<file path="config.mk">
export PLATFORM = sky130hd
export DESIGN_NAME = sclk_div_align
export DESIGN_NICKNAME = d
export VERILOG_FILES = /design/src/rtl/sclk_pkg.sv /design/src/rtl/sclk_sync_edge.sv /design/src/rtl/sclk_align_ctrl.sv /design/src/rtl/sclk_phase_cnt.sv /design/src/rtl/sclk_div_align.sv
export SDC_FILE = /design/constraint.sdc
export NUM_CORES = 1
export LEC_CHECK = 0
export ABC_AREA = 1
export BUFFER_PORTS_ARGS = -buffer_cell sky130_fd_sc_hd__buf_4
export CAP_MARGIN = 40
export CELL_PAD_IN_SITES_DETAIL_PLACEMENT = 0
export CELL_PAD_IN_SITES_GLOBAL_PLACEMENT = 1
export CORE_MARGIN = 2
export CORE_UTILIZATION = 41
export CTS_BUF_LIST = sky130_fd_sc_hd__clkbuf_8
export DETAILED_ROUTE_END_ITERATION = 7
export PLACE_DENSITY_LB_ADDON = 0.1
export SYNTH_ARGS = -nofsm -noshare
export SYNTH_HDL_FRONTEND = slang
export SYNTH_SLANG_ARGS = --single-unit
</file>
<file path="constraint.sdc">
create_clock -name clk -period 1.69 [get_ports clk]
set_input_delay 0.338 -clock clk [delete_from_list [all_inputs] [get_ports clk]]
set_output_delay 0.338 -clock clk [all_outputs]
set_load 0.02 [all_outputs]
</file>
<file path="src/rtl/sclk_pkg.sv">
package sclk_pkg;
  parameter int DIV_W = 3;

  typedef logic [DIV_W-1:0] code_t;

  // Wrap happens on a forced load or at the terminal count.
  function automatic logic cnt_wraps(code_t cnt, code_t term, logic load);
    return load || (cnt >= term);
  endfunction

  function automatic code_t cnt_next(code_t cnt, code_t term, logic load);
    if (cnt_wraps(cnt, term, load)) return '0;
    return cnt + 1'b1;
  endfunction
endpackage

</file>
<file path="src/rtl/sclk_sync_edge.sv">
module sclk_sync_edge #(
  parameter int STAGES = 2
) (
  input  logic clk,
  input  logic rst_n,
  input  logic async_i,
  output logic rise_o
);
  logic [STAGES-1:0] chain_q;
  logic              prev_q;

  generate
    for (genvar i = 0; i < STAGES; i++) begin : g_stage
      if (i == 0) begin : g_first
        always_ff @(posedge clk or negedge rst_n) begin
          if (!rst_n) chain_q[0] <= 1'b0;
          else        chain_q[0] <= async_i;
        end
      end else begin : g_next
        always_ff @(posedge clk or negedge rst_n) begin
          if (!rst_n) chain_q[i] <= 1'b0;
          else        chain_q[i] <= chain_q[i-1];
        end
      end
    end
  endgenerate

  always_ff @(posedge clk or negedge rst_n) begin
    if (!rst_n) prev_q <= 1'b0;
    else        prev_q <= chain_q[STAGES-1];
  end

  assign rise_o = chain_q[STAGES-1] & ~prev_q;
endmodule

</file>
<file path="src/rtl/sclk_align_ctrl.sv">
module sclk_align_ctrl (
  input  logic clk,
  input  logic rst_n,
  input  logic evt_i,
  input  logic one_shot_i,
  input  logic arm_i,
  output logic accept_o,
  output logic realign_o,
  output logic synced_o
);
  logic synced_q;
  logic realign_q;

  assign accept_o = evt_i && (!one_shot_i || !synced_q);

  always_ff @(posedge clk or negedge rst_n) begin
    if (!rst_n) begin
      synced_q  <= 1'b0;
      realign_q <= 1'b0;
    end else begin
      realign_q <= accept_o;
      if (arm_i)                        synced_q <= 1'b0;
      else if (accept_o && one_shot_i)  synced_q <= 1'b1;
    end
  end

  assign realign_o = realign_q;
  assign synced_o  = synced_q;
endmodule

</file>
<file path="src/rtl/sclk_phase_cnt.sv">
module sclk_phase_cnt
  import sclk_pkg::*;
(
  input  logic  clk,
  input  logic  rst_n,
  input  logic  load_i,
  input  code_t ratio_i,
  output logic  en_o
);
  code_t cnt_q;
  code_t term_q;
  code_t cnt_d;
  logic  wrap;
  logic  en_q;

  assign wrap  = cnt_wraps(cnt_q, term_q, load_i);
  assign cnt_d = cnt_next(cnt_q, term_q, load_i);

  always_ff @(posedge clk or negedge rst_n) begin
    if (!rst_n) begin
      cnt_q  <= '0;
      term_q <= '0;
      en_q   <= 1'b0;
    end else begin
      cnt_q <= cnt_d;
      en_q  <= (cnt_d == '0);
      if (wrap) term_q <= ratio_i;
    end
  end

  assign en_o = en_q;
endmodule

</file>
<file path="src/rtl/sclk_div_align.sv">
module sclk_div_align
  import sclk_pkg::*;
#(
  parameter int SYNC_STAGES = 2
) (
  input  logic             clk,
  input  logic             rst_n,
  input  logic             sync_in,
  input  logic [DIV_W-1:0] div_code,
  input  logic             one_shot,
  input  logic             arm,
  output logic             div_en,
  output logic             realign,
  output logic             synced
);
  logic sync_evt;
  logic accept;

  sclk_sync_edge #(.STAGES(SYNC_STAGES)) u_edge (
    .clk     (clk),
    .rst_n   (rst_n),
    .async_i (sync_in),
    .rise_o  (sync_evt)
  );

  sclk_align_ctrl u_ctrl (
    .clk        (clk),
    .rst_n      (rst_n),
    .evt_i      (sync_evt),
    .one_shot_i (one_shot),
    .arm_i      (arm),
    .accept_o   (accept),
    .realign_o  (realign),
    .synced_o   (synced)
  );

  sclk_phase_cnt u_cnt (
    .clk     (clk),
    .rst_n   (rst_n),
    .load_i  (accept),
    .ratio_i (div_code),
    .en_o    (div_en)
  );
endmodule


</file>
==> flow_metrics.py, run 1 <==
metrics = {
    "worst_setup_path": {
        "criticalPathCategory": "flop to flop",
        "crit_path_start_kind": "flop",
        "setup.worst_path.end_class": "flop",
        "maximum_fanout_count_along_the_critical_path": 4,
        "worstPathRequired_ns": 1.81,
        "crit_path_arrival_time_ns": 1.43,
    },
    "logic_synthesis": {
        "dominant_cell_type_by_area_after_synthesis": "dfrtp_1",
        "synth_cells": 55,
        "syn-cell-area_um2": 536.8,
        "synth_cell_types": 12,
        "number_of_synthesized_register_bits": 12,
        "syn_area_per_cell_um2": 9.759,
        "sequential_area_share_after_synthesis_pct": 55.94,
        "postSynthNetCount": 67,
        "yosys_warnings": 0,
        "post-synth-top-area-fraction_pct": 55.94,
        "synth_area_leaders": "dfrtp_1, nand2_1, ha_1, inv_1, nand3_2",
    },
    "route": {
        "detail_route.wirelength_um": 839,
        "drt_first_iter_violations": 1,
        "wl_per_cell_um": 9.871,
        "detail-route-antenna-nets": 0,
        "viasPerCell": 4.435,
        "drc_errors": 0,
        "count_of_vias_placed_by_the_detailed_router": 377,
        "drt-pass1-iter-count": 3,
    },
    "clock_tree": {
        "cts_tree": "built",
        "cts_sinks": 12,
        "cts_inserted_buffers": 3,
        "cts-htree-levels": 1,
        "root_buffer_selected_by_cts": "clkbuf_8",
        "cts.clk_slew.worst_paths_ns": 0.05,
        "gates_resized_cts_repair": 0,
        "cts_max_path_buffers": 2,
        "worstSkewPairLatency_ns": 0.24,
    },
    "floorplan": {
        "rows": 13,
        "io_pins": 11,
        "design.die.area_um2": 1614,
        "dieWidth_um": 40.18,
        "start_util_pct": 42.31,
        "placeableCoreArea_um2": 1269,
        "die_height_um": 40.18,
    },
    "sta": {
        "hold_violations": 0,
        "worst_pin_slew_ns": 0.2075,
        "finalSetupViolCount": 0,
        "min_period_over_period_pct": 77.22,
        "finalCriticalPeriod_ns": 1.305,
        "final.hold.worst_slack_ns": 0.2016,
        "skew_ns": 0.0009591,
        "finalSetupTns_ns": 0,
        "timing.slew.headroom_pct": 86.05,
        "maxSlewViolCount": 0,
        "timing.fmax_mhz": 766.2,
        "grt_setup_unrepaired": "no",
    },
    "grt": {
        "antenna_found_initial": 0,
        "grt_overflow_total": 0,
        "first_global_vias": 291,
        "grt_use_total_pct": 13.36,
        "grt_max_degree": 13,
        "global_route_wire_length_before_repair_um": 1317,
    },
    "flow_run": {
        "timing.max_cap.violations": 0,
    },
    "layout": {
        "post_route_cells_drive_above_1_share_pct": 31.43,
        "final_layout_net_count": 83,
        "area_growth_pct": 29.60,
        "utilization_pct": 54.83,
        "layout.cells.non_filler": 85,
        "n_antenna_cell": 0,
        "finish.instance_area_um2": 695.7,
    },
    "pwr": {
        "pwr_density_nw_per_um2": 1820,
        "ir_drop_mv": 0.8139,
        "p_leak_uw": 0.0003880,
    },
    "hold_path": {
        "holdCritPathClass": "primary input to flop",
    },
    "placement": {
        "placed_cell_area_um2": 630.6,
        "dpl.hpwl_um": 642.7,
        "place_inst": 80,
        "buffer_ports.inserted": 10,
        "gpl.final_weighted_congestion": 0.7408,
    },
    "outcome": {
        "status": "finished, final reports clean",
    },
}
placed cells by master (no fill, tap or decap), types with 2 or more instances in the layout:
master,count
nand2_1,16
dfrtp_1,12
inv_1,11
buf_4,10
ha_1,4
clkbuf_8,4
nand3_2,2
nand2_2,2
a21oi_2,2
nor2_1,2
synthesized netlist by cell type, drive strengths merged:
library cell and count:
a21oi 3, nand3 2, ha 4, nor2 3
o31ai 1, inv 12, dfrtp 12, nand2 18
stage by stage:
stage / setup slack [ns] / total power (µW)
finish: 0.3849 / 1266
global route: 0.2654 / 1387
CTS: 0.3573 / 1289
detailed placement: 0.3702 / 971.5
global placement: 0.3638 / 962.5
floorplan: 0.4865 / 833.8
cell type report:
cell class	count	area, µm²
fillers	121	573.1
well taps	15	18.77
multi-input cells	31	191.4
clock buffers	4	55.05
flip-flops and latches	12	300.3
inverters	12	45.04
repair buffers	11	85.08
worst paths after layout:
kind | end | depth (start not counted) | from | slack [ns]
worst max register to register | u_cnt.en_o | 5 | u_cnt.cnt_q[2] | 0.38
worst min-delay path | u_edge.chain_q[0] | 1 | sync_in | 0.20
worst min register to register | u_edge.chain_q[1] | 0 | u_edge.chain_q[0] | 0.37
max in group asynchronous | u_edge.prev_q | 2 | rst_n | 1.06
worst max-delay path | u_cnt.en_o | 5 | u_cnt.cnt_q[2] | 0.38
min in group asynchronous | u_ctrl.realign_o | 2 | rst_n | 0.48
kinds of logic (layout without fill, tap and decap cells):
logic type / Yosys count / after routing / synth area share [%]
compound gates: 4 / 4 / 5.595
fa+ha+maj: 4 / 4 / 9.324
buf+inv: 12 / 27 / 8.391
flops: 12 / 12 / 55.94
simple gates: 23 / 23 / 20.75
where the power goes:
group | internal [µW] | leakage [µW] | switching [µW]
sequential | 377 | 0.000149 | 45.8
clock | 206 | 0.0000288 | 107
combinational | 211 | 0.000211 | 320
total | 794 | 0.000388 | 473
critical path, cell delays in order (launching register included):
cell and delay (ns):
dfrtp_1 0.40, ha_1 0.31, a21oi_2 0.18, nand2_2 0.09
nor2_4 0.12, o31ai_1 0.09
sequential cells by signal, indices dropped and copies added (netlist names):
name	cells
u_cnt.cnt_q	3
u_cnt.term_q	3
u_edge.chain_q	2
u_cnt.en_o	1
u_ctrl.realign_o	1
u_ctrl.synced_o	1
u_edge.prev_q	1
repair_timing:
action                    4_1_cts  5_1_grt
hold endpoints to repair       12        0
hold buffers                    1        0
buffers inserted                0        0
routing by layer:
layer / global-route usage, % / routed length (µm) / part of all wire (%) / vias to the layer above
met5: 0 / 0 / 0 / -
met4: 7.500 / 13 / 1.5 / 0
met3: 5.000 / 61 / 7.3 / 2
met2: 17.74 / 391 / 47 / 13
met1: 18.51 / 373 / 44 / 167
li1: - / - / - / 195
Power figures use the tool's default switching activity.
==> run 2: changes to the inputs <==
Clock period 1.69 ns to 1.3 ns, I/O delays scaled along.
==> flow_metrics.py, run 2 (synthesis results as in run 1) <==
metrics = {
    "outcome": {
        "status": "finished, final reports clean",
    },
    "worst_setup_path": {
        "r2r_cells": 6,
        "crit_path_arrival_time_ns": 1.39,
        "maximum_fanout_count_along_the_critical_path": 4,
        "slowest_stage": "dfrtp_1",
        "cp_slowest_stage_delay_ns": 0.39,
        "criticalPathCategory": "flop to flop",
        "worstPathRequired_ns": 1.42,
        "critical_path.cell_chain": "inv_2 -> ha_4 -> a21oi_4 -> nand2_2 -> nor2_4 -> o31ai_1",
        "crit_path_start_kind": "flop",
        "setup.worst_path.end_class": "flop",
    },
    "placement": {
        "gpl.final_weighted_congestion": 0.7441,
        "buffer_ports.inserted": 10,
        "dpl.hpwl_um": 690.7,
        "placed_cell_area_um2": 638.1,
        "place_inst": 81,
    },
    "clock_tree": {
        "cts_sinks": 12,
        "cts_inserted_buffers": 3,
        "cts_max_path_buffers": 2,
        "cts_tree": "built",
        "cts-htree-levels": 1,
        "worstSkewPairLatency_ns": 0.24,
        "root_buffer_selected_by_cts": "clkbuf_8",
        "cts.clk_slew.worst_paths_ns": 0.06,
    },
    "floorplan": {
        "dieWidth_um": 40.18,
        "die_height_um": 40.18,
        "rows": 13,
        "io_pins": 11,
        "design.die.area_um2": 1614,
        "start_util_pct": 42.31,
        "placeableCoreArea_um2": 1269,
    },
    "layout": {
        "layout.cells.non_filler": 88,
        "area_used_by_multi_input_combinational_logic_um2": 226.5,
        "area.sequential_um2": 300.3,
        "area_growth_pct": 40.33,
        "biggestRegsByFlops": "u_cnt.cnt_q x3, u_cnt.term_q x3, u_edge.chain_q x2",
        "utilization_pct": 59.37,
        "final_layout_net_count": 86,
        "n_antenna_cell": 0,
        "finish.instance_area_um2": 753.2,
        "nFillCells": 122,
        "final_cell_mix": "nand2_1, buf_4, dfrtp_1, inv_1, nand2_2",
        "post_route_cells_drive_above_1_share_pct": 41.10,
    },
    "pwr": {
        "ir_drop_mv": 1.243,
        "comb_power_share_pct": 48.1,
        "seq_power_share_pct": 29.6,
        "p_clk_share_pct": 22.3,
        "p_leak_uw": 0.0004056,
        "switchingPower_uw": 711.9,
        "switching_share_pct": 38.46,
        "intPower_uw": 1139,
        "report.power.total_uw": 1851,
        "pwr_density_nw_per_um2": 2457,
    },
    "route": {
        "viasPerCell": 4.398,
        "drt_first_iter_violations": 0,
        "met1Wirelength_um": 380,
        "drc_errors": 0,
        "drt-pass1-iter-count": 1,
        "detail_route.wirelength_um": 941,
        "wl_per_cell_um": 10.69,
        "detail-route-antenna-nets": 0,
        "route.met2.wl_um": 476,
        "wl_met3_um": 67,
        "top_layer": "met4",
        "count_of_vias_placed_by_the_detailed_router": 387,
    },
    "sta": {
        "skew_ns": 0.001884,
        "min_period_over_period_pct": 97.97,
        "timing.slew.headroom_pct": 85.79,
        "finalCriticalPeriod_ns": 1.274,
        "hold_violations": 0,
        "grt_setup_unrepaired": "yes",
        "worst_pin_slew_ns": 0.2114,
        "finalSetupViolCount": 0,
        "maxSlewViolCount": 0,
        "timing.fmax_mhz": 785.1,
    },
    "grt": {
        "grt_max_degree": 13,
        "grt_overflow_total": 0,
        "grt_use_total_pct": 14.47,
        "antenna_found_initial": 0,
        "global_route_wire_length_before_repair_um": 1393,
        "first_global_vias": 345,
    },
    "flow_run": {
        "timing.max_cap.violations": 0,
    },
    "hold_path": {
        "holdCritPathClass": "primary input to flop",
        "min_path_cells": 1,
    },
}
==> run 2: power by group through the flow <==
stage | Combinational, µW | Sequential (µW) | Clock, µW
floorplan | 517 | 567 | 0
global placement | 717 | 552 | 0
detailed placement | 731 | 552 | 0
CTS | 851 | 548 | 419
global route | 1010 | 559 | 436
finish | 891 | 547 | 412
==> run 2: path summary, 6_finish.rpt <==
kind	start	end	slack (ns)
setup reg to reg	u_cnt.term_q[2]	u_cnt.en_o	0.03
hold reg to reg	u_edge.chain_q[0]	u_edge.chain_q[1]	0.36
max in group asynchronous	rst_n	u_cnt.cnt_q[0]	0.76
min in group asynchronous	rst_n	u_ctrl.realign_o	0.39
setup / recovery	u_cnt.term_q[2]	u_cnt.en_o	0.03
hold / removal	sync_in	u_edge.chain_q[0]	0.12
==> run 2: worst max-delay path, delay by kind of cell (launching register included) <==
kind / cells / cell delay (ns)
flip-flops: 1 / 0.39
AO/OA/AOI/OAI: 2 / 0.25
AND/OR/NAND/NOR: 2 / 0.23
adder cells (fa/ha/maj): 1 / 0.21
buffers and inverters: 1 / 0.07
==> run 2: repair_timing <==
item / 4_1_cts / 5_1_grt
setup endpoints to repair: 5 / 5
resized for setup: 4 / 3
buffers inserted: 1 / 1
pin swaps: 4 / 2
hold buffers: 1 / 0
cloned: 0 / 0
endpoints found under the hold margin: 12 / 0
==> run 2: per-stage QoR <==
| stage | setup TNS (ns) | setup slack (ns) | hold slack [ns] |
|---|---|---|---|
| floorplan | 0 | 0.09649 | -0.03559 |
| global placement | -0.05866 | -0.02106 | 0.1052 |
| detailed placement | -0.09338 | -0.03104 | 0.1050 |
| CTS | 0 | 0.02188 | 0.1237 |
| global route | -0.1393 | -0.03840 | 0.1158 |
| finish | 0 | 0.02634 | 0.1239 |
==> run 2: area by class of cell <==
cell class | count | share of cell area, %
Clock buffer | 4 | 7.309
Sequential cell | 12 | 39.87
Multi-Input combinational cell | 31 | 30.07
Timing Repair Buffer | 14 | 14.29
Tap cell | 15 | 2.492
Inverter | 12 | 5.980
==> run 2: layer usage <==
layer,vias up,GRT usage [%]
met4,0,7.500
met5,-,0
met3,2,5.000
met2,13,24.19
met1,172,16.14
li1,200,-
